[config.mk]
export PLATFORM = sky130hd
export DESIGN_NAME = nand_addr_seq
export DESIGN_NICKNAME = d
export VERILOG_FILES = /design/src/rtl/nand_seq_pkg.sv /design/src/rtl/nand_seq_slot_map.sv /design/src/rtl/nand_seq_we_timer.sv /design/src/rtl/nand_addr_seq.sv
export SDC_FILE = /design/constraint.sdc
export NUM_CORES = 1
export LEC_CHECK = 0
export CAP_MARGIN = 10
export CORE_ASPECT_RATIO = 1.75
export CORE_UTILIZATION = 29
export CTS_CLUSTER_DIAMETER = 60
export DETAILED_ROUTE_END_ITERATION = 16
export PLACE_DENSITY = 0.53
export SYNTH_ARGS = -nofsm -noshare
export SYNTH_HDL_FRONTEND = slang
export SYNTH_HIERARCHICAL = 1
export SYNTH_SLANG_ARGS = --single-unit
export TNS_END_PERCENT = 100
[constraint.sdc]
create_clock -name clk -period 3.1 [get_ports clk]
set_input_delay 0.31 -clock clk [delete_from_list [all_inputs] [get_ports clk]]
set_output_delay 0.31 -clock clk [all_outputs]
set_load 0.01 [all_outputs]
[src/rtl/nand_seq_pkg.sv]
package nand_seq_pkg;

  localparam logic [7:0] CMD_PTR_FIRST = 8'h00;
  localparam logic [7:0] CMD_PTR_SECOND = 8'h01;
  localparam logic [7:0] CMD_PTR_SPARE = 8'h50;
  localparam logic [7:0] CMD_SERIAL_IN = 8'h80;

  typedef enum logic [1:0] {SK_NONE, SK_CMD, SK_ADDR} slot_kind_e;

  // pointer command: spare area wins, wide bus has no half-page split
  function automatic logic [7:0] pick_pointer(input logic spare, input logic a8,
                                              input logic wide);
    if (spare) return CMD_PTR_SPARE;
    if (wide) return CMD_PTR_FIRST;
    return a8 ? CMD_PTR_SECOND : CMD_PTR_FIRST;
  endfunction

  // column cycle: spare offset wraps at 16 bytes or 8 words
  function automatic logic [7:0] column_cycle(input logic [23:0] a, input logic spare,
                                              input logic wide);
    if (!spare) return a[7:0];
    if (wide) return {5'b0, a[2:0]};
    return {4'b0, a[3:0]};
  endfunction

  function automatic logic [7:0] row_mid_cycle(input logic [23:0] a);
    return a[16:9];
  endfunction

  function automatic logic [7:0] row_top_cycle(input logic [23:0] a);
    return {1'b0, a[23:17]};
  endfunction

endpackage

[src/rtl/nand_seq_slot_map.sv]
module nand_seq_slot_map
  import nand_seq_pkg::*;
#(
  parameter int BUS_W = 8
) (
  input  logic [23:0] addr,
  input  logic        prog,
  input  logic        spare,
  input  logic [2:0]  idx,
  output logic [7:0]  cyc_data,
  output slot_kind_e  kind,
  output logic [2:0]  last_idx
);
  localparam logic WIDE = (BUS_W > 8);

  logic [2:0] pos;

  // reads skip the serial-input slot: map onto program numbering
  always_comb begin
    last_idx = prog ? 3'd4 : 3'd3;
    pos = (prog || idx == 3'd0) ? idx : idx + 3'd1;
    cyc_data = 8'h00;
    kind = SK_NONE;
    case (pos)
      3'd0: begin cyc_data = pick_pointer(spare, addr[8], WIDE); kind = SK_CMD; end
      3'd1: begin cyc_data = CMD_SERIAL_IN; kind = SK_CMD; end
      3'd2: begin cyc_data = column_cycle(addr, spare, WIDE); kind = SK_ADDR; end
      3'd3: begin cyc_data = row_mid_cycle(addr); kind = SK_ADDR; end
      3'd4: begin cyc_data = row_top_cycle(addr); kind = SK_ADDR; end
      default: begin cyc_data = 8'h00; kind = SK_NONE; end
    endcase
  end
endmodule

[src/rtl/nand_seq_we_timer.sv]
module nand_seq_we_timer #(
  parameter int WE_LO = 2,
  parameter int WE_HI = 1
) (
  input  logic clk,
  input  logic rst_n,
  input  logic run,
  output logic we_low,
  output logic slot_end
);
  localparam int PERIOD = WE_LO + WE_HI;
  localparam int CW = (PERIOD < 2) ? 1 : $clog2(PERIOD);
  localparam logic [CW-1:0] LO_V = CW'(WE_LO);
  localparam logic [CW-1:0] LAST_V = CW'(PERIOD - 1);

  logic [CW-1:0] cnt;

  always_ff @(posedge clk or negedge rst_n) begin
    if (!rst_n) cnt <= '0;
    else if (!run || cnt == LAST_V) cnt <= '0;
    else cnt <= cnt + 1'b1;
  end

  assign we_low = run && (cnt < LO_V);
  assign slot_end = run && (cnt == LAST_V);
endmodule

[src/rtl/nand_addr_seq.sv]
module nand_addr_seq
  import nand_seq_pkg::*;
#(
  parameter int BUS_W = 8,
  parameter int WE_LO = 2,
  parameter int WE_HI = 1
) (
  input  logic             clk,
  input  logic             rst_n,
  input  logic             req_valid,
  output logic             req_ready,
  input  logic [23:0]      req_addr,
  input  logic             req_prog,
  input  logic             req_spare,
  output logic [BUS_W-1:0] io_out,
  output logic             cle,
  output logic             ale,
  output logic             we_n,
  output logic             done
);
  logic        busy;
  logic [2:0]  slot;
  logic [23:0] lat_addr;
  logic        lat_prog;
  logic        lat_spare;
  logic        accept;
  logic        we_low;
  logic        slot_end;
  logic        on_last_slot;
  logic [7:0]  cyc_data;
  logic [2:0]  last_idx;
  slot_kind_e  kind;

  assign req_ready = !busy;
  assign accept = req_valid && req_ready;
  assign on_last_slot = busy && (slot == last_idx);

  nand_seq_slot_map #(.BUS_W(BUS_W)) u_map (
    .addr(lat_addr), .prog(lat_prog), .spare(lat_spare), .idx(slot),
    .cyc_data(cyc_data), .kind(kind), .last_idx(last_idx)
  );

  nand_seq_we_timer #(.WE_LO(WE_LO), .WE_HI(WE_HI)) u_timer (
    .clk(clk), .rst_n(rst_n), .run(busy), .we_low(we_low), .slot_end(slot_end)
  );

  always_ff @(posedge clk or negedge rst_n) begin
    if (!rst_n) begin
      busy <= 1'b0;
      done <= 1'b0;
      slot <= 3'd0;
      lat_addr <= '0;
      lat_prog <= 1'b0;
      lat_spare <= 1'b0;
    end else begin
      done <= 1'b0;
      if (accept) begin
        busy <= 1'b1;
        slot <= 3'd0;
        lat_addr <= req_addr;
        lat_prog <= req_prog;
        lat_spare <= req_spare;
      end else if (slot_end) begin
        if (on_last_slot) begin
          busy <= 1'b0;
          done <= 1'b1;
        end else begin
          slot <= slot + 3'd1;
        end
      end
    end
  end

  assign we_n = !we_low;
  assign cle = busy && (kind == SK_CMD);
  assign ale = busy && (kind == SK_ADDR);
  assign io_out = busy ? BUS_W'(cyc_data) : '0;
endmodule

==> results.sh <==
export IMPL_tritoncts="built"
export IMPL_synthDominantAreaCellType="sky130_fd_sc_hd__dfrtp_1"
export IMPL_fin_area_um2=2477
export IMPL_final_setup_tns_ps=0
export IMPL_avgRoutedWirePerCell_um=13.72
export IMPL_cpMaxStageDelayCell="sky130_fd_sc_hd__clkdlybuf4s50_1"
export IMPL_seq_area_frac_synth=0.4527
export IMPL_final_period_utilization=0.9439
export IMPL_final_setup_fails=0
export IMPL_ir_worst_vdd_uv=346.7
export IMPL_ys_seq_elements=33
export IMPL_cp_end_kind="output port"
export IMPL_die_height_um=106.9
export IMPL_std_cell_rows=37
export IMPL_switching_power_w=0.001019
export IMPL_rsz0062_at_grt="true"
export IMPL_worstSetupStartpointType="register"
export IMPL_cts_clk_slew_worst_paths_ps=70
export IMPL_drc_errors=0
export IMPL_total_iterations_of_the_first_detailed_routing_run=4
export IMPL_timing_critical_path_arrival_ps=2620
export IMPL_post_place_cells=274
export IMPL_floorplan_core_area_um2=5972
export IMPL_fmax_ghz=0.3418
export IMPL_tightest_pin_transition_ps=473.2
export IMPL_starting_drt_drc_count=35
export IMPL_cts_hold_repair_buffers=0
export IMPL_post_dp_cell_area_um2=2323
export IMPL_post_layout_nonfiller_instances=287
export IMPL_drt_antenna_violating_nets=0
export IMPL_io_buffers=41
export IMPL_part_of_the_total_power_dissipated_in_combinational_logic=0.589
export IMPL_seq_area_um2=828.3
export IMPL_htree_num_levels=2
export IMPL_p_sw_frac=0.3729
export IMPL_maxSlewViolCount=0
export IMPL_die_width_um=61.96
export IMPL_synthFlopType="sky130_fd_sc_hd__dfrtp_1"
export IMPL_route_final_wire_length_mm=3.939
export IMPL_place_gp_congestion=0.8241
export IMPL_layout_drive_gt1_share=0.2775
export IMPL_route_detailed_vias_per_inst=4.599
export IMPL_worst_slew_margin_rel=0.6819
export IMPL_insertion_delay_ps=280
export IMPL_critical_path_max_stage_delay_ps=460
export IMPL_first_pass_grt_wire_length_mm=6.472
export IMPL_finalCriticalPeriod_ps=2926
export IMPL_async_flop_share=1.000
export IMPL_outcome="finished, final reports clean"
export IMPL_hold_viol=0
export IMPL_track_usage=0.1353
export IMPL_synth_net_count=191
export IMPL_total_number_of_vias=1320
export IMPL_synth_area_um2=1824
export IMPL_fillerInstances=587
export IMPL_crit_path_cell_trace="inv_1 > ha_2 > nor2b_4 > nor2_2 > xnor2_4 > mux2i_2 > o22ai_1 > and2_1 > clkdlybuf4s50_1"
export IMPL_critical_path_peak_fanout=6
export IMPL_worstPathRequired_ps=2790
export IMPL_fin_nets=241
export IMPL_clockBufferDepth=2
export IMPL_internal_power_w=0.001713
export IMPL_syn_to_final_growth_pct=35.80
export IMPL_largest_net_degree_at_the_start_of_global_routing=34
export IMPL_cell_types_with_the_largest_area_share_after_synthesis="sky130_fd_sc_hd__dfrtp_1 (45%), sky130_fd_sc_hd__mux2_2 (16%), sky130_fd_sc_hd__mux2i_1 (4.9%)"
export IMPL_antenna_violations_before_repair=0
export IMPL_dieArea_um2=6624
export IMPL_reported_max_cap_violation_count=0
export IMPL_syn_inst=158
export IMPL_multi_input_gate_area_um2=969.7
export IMPL_synth_cell_types=39
export IMPL_power_share_sequential=0.298
export IMPL_cts_sinks=33
export IMPL_antenna_cells_inserted=0
export IMPL_synth_enable_flop_cells=0
export IMPL_num_io_pins=42
export IMPL_ys_warnings_count=6
export IMPL_clock_buffer_count_from_cts=5
export IMPL_root_buffer="sky130_fd_sc_hd__clkbuf_8"
export IMPL_power_frac_clock=0.113
export IMPL_total_leakage_power_nw=1.065
export IMPL_netlist_area_leader_share=0.4527
export IMPL_power_density_nw_per_um2=1103
export IMPL_start_util=0.3055
export IMPL_finClkSkew_ps=2.818
export IMPL_grt_pass1_vias=1324
export IMPL_global_route_overflow_total=0
export IMPL_hold_class="in -> async"
export IMPL_dpl_hpwl_mm=2.954
export IMPL_path_class="reg -> out"
export IMPL_syn_area_per_cell_um2=11.55
cell families after synthesis:
kind of cell	Yosys count	share of synthesized area
XOR/XNOR	4	0.02950
buffers and inverters	15	0.03703
multiplexers	36	0.2181
AND/OR/NAND/NOR	43	0.1482
flip-flops	33	0.4527
adder cells (fa/ha/maj)	4	0.02744
AO/OA/AOI/OAI	23	0.08710
Yosys cell counts (all sizes together), types with 2 or more instances:
| cell | count |
|---|---|
| ha | 4 |
| mux2i | 9 |
| o21ai | 7 |
| buf | 5 |
| o2bb2ai | 4 |
| nand2 | 5 |
| mux2 | 27 |
| and2 | 10 |
| or3b | 2 |
| xor2 | 3 |
| a211o | 2 |
| nor2 | 10 |
| inv | 9 |
| o22ai | 2 |
| dfrtp | 33 |
| nor3b | 3 |
| nor2b | 7 |
| a21oi | 3 |
final timing paths:
check	startpoint	endpoint	slack, ps	cells after the start
min	rst_n	lat_addr[9]	440	2
min reg2reg	u_timer/cnt[0]	u_timer/cnt[0]	440	1
max	slot[1]	io_out[4]	170	9
min in group clk	u_timer/cnt[0]	u_timer/cnt[0]	440	1
max reg2reg	lat_prog	slot[1]	1390	5
max in group asynchronous	rst_n	slot[1]	2330	2
repair_timing:
item	in CTS	in global routing
setup buffers	0	4
gates resized for setup	2	6
cloned	1	0
pin swaps	1	2
endpoints found under the setup margin	7	9
routing by layer:
layer	track usage	part of all wire	up-vias	wire [um]
li1	-	-	660	-
met1	0.1613	0.41	629	1600
met2	0.2264	0.55	27	2166
met3	0.02292	0.026	4	102
met4	0.06190	0.018	0	70
met5	0	0	-	0
worst max-delay path, delay by kind of cell, from the launching register on:
family,cells,cell delay (ps)
multiplexers,1,280
adder cells (fa/ha/maj),1,210
AND/OR/NAND/NOR,3,450
AO/OA/AOI/OAI,1,90
XOR/XNOR,1,280
flip-flops,1,440
buffers and inverters,2,560
power by group through the flow:
stage	Combinational [W]	Sequential, W	Clock [W]
after CTS	0.00157	0.000824	0.000324
after global routing	0.00179	0.000851	0.000343
after global placement	0.00151	0.000826	0
final	0.00161	0.000815	0.000308
after floorplan	0.00105	0.000765	0
after detailed placement	0.00152	0.000831	0
final cells by class:
| cell class | count | area share |
|---|---|---|
| Clock buffer | 6 | 0.02929 |
| Clock inverter | 2 | 0.004040 |
| Inverter | 9 | 0.01364 |
| Multi-Input combinational cell | 111 | 0.3914 |
| Sequential cell | 33 | 0.3343 |
| Tap cell | 78 | 0.03939 |
| Timing Repair Buffer | 48 | 0.1879 |
per-stage QoR:
stage	power [W]	util	worst slack (ps)	hold WS, ps
5_1_grt	0.002983	0.4148	-15.92	468.0
2_1_floorplan	0.001819	-	780.2	14.41
3_5_place_dp	0.002350	0.3891	252.5	436.2
3_3_place_gp	0.002339	0.3891	276.9	432.4
6_report	0.002732	0.4148	174.0	438.5
4_1_cts	0.002714	0.4060	10.32	445.8
cells in the final DEF, fill, tap and decap left out, types with 2 or more instances in the layout:
cell / instances
sky130_fd_sc_hd__clkdlybuf4s50_1: 40
sky130_fd_sc_hd__dfrtp_1: 31
sky130_fd_sc_hd__mux2_2: 26
sky130_fd_sc_hd__and2_1: 9
sky130_fd_sc_hd__inv_1: 8
sky130_fd_sc_hd__nor2_1: 8
sky130_fd_sc_hd__mux2i_1: 8
sky130_fd_sc_hd__o21ai_0: 7
sky130_fd_sc_hd__buf_4: 7
sky130_fd_sc_hd__nand2_1: 5
sky130_fd_sc_hd__clkbuf_8: 5
sky130_fd_sc_hd__nor2b_1: 5
sky130_fd_sc_hd__o2bb2ai_1: 4
sky130_fd_sc_hd__xor2_1: 3
sky130_fd_sc_hd__a21oi_1: 3
sky130_fd_sc_hd__ha_1: 3
sky130_fd_sc_hd__clkinv_2: 2
sky130_fd_sc_hd__dfrtp_2: 2
sky130_fd_sc_hd__nor2_2: 2
sky130_fd_sc_hd__a211o_1: 2
sky130_fd_sc_hd__o22ai_1: 2
sky130_fd_sc_hd__nor3b_2: 2
sequential cells by signal, summed over array words and instances, names as in the netlist:
signal / flops
lat_spare: 1
busy: 1
u_timer/cnt: 2
lat_prog: 1
lat_addr: 24
done: 1
slot: 3
(Power assumes the default switching activity.)
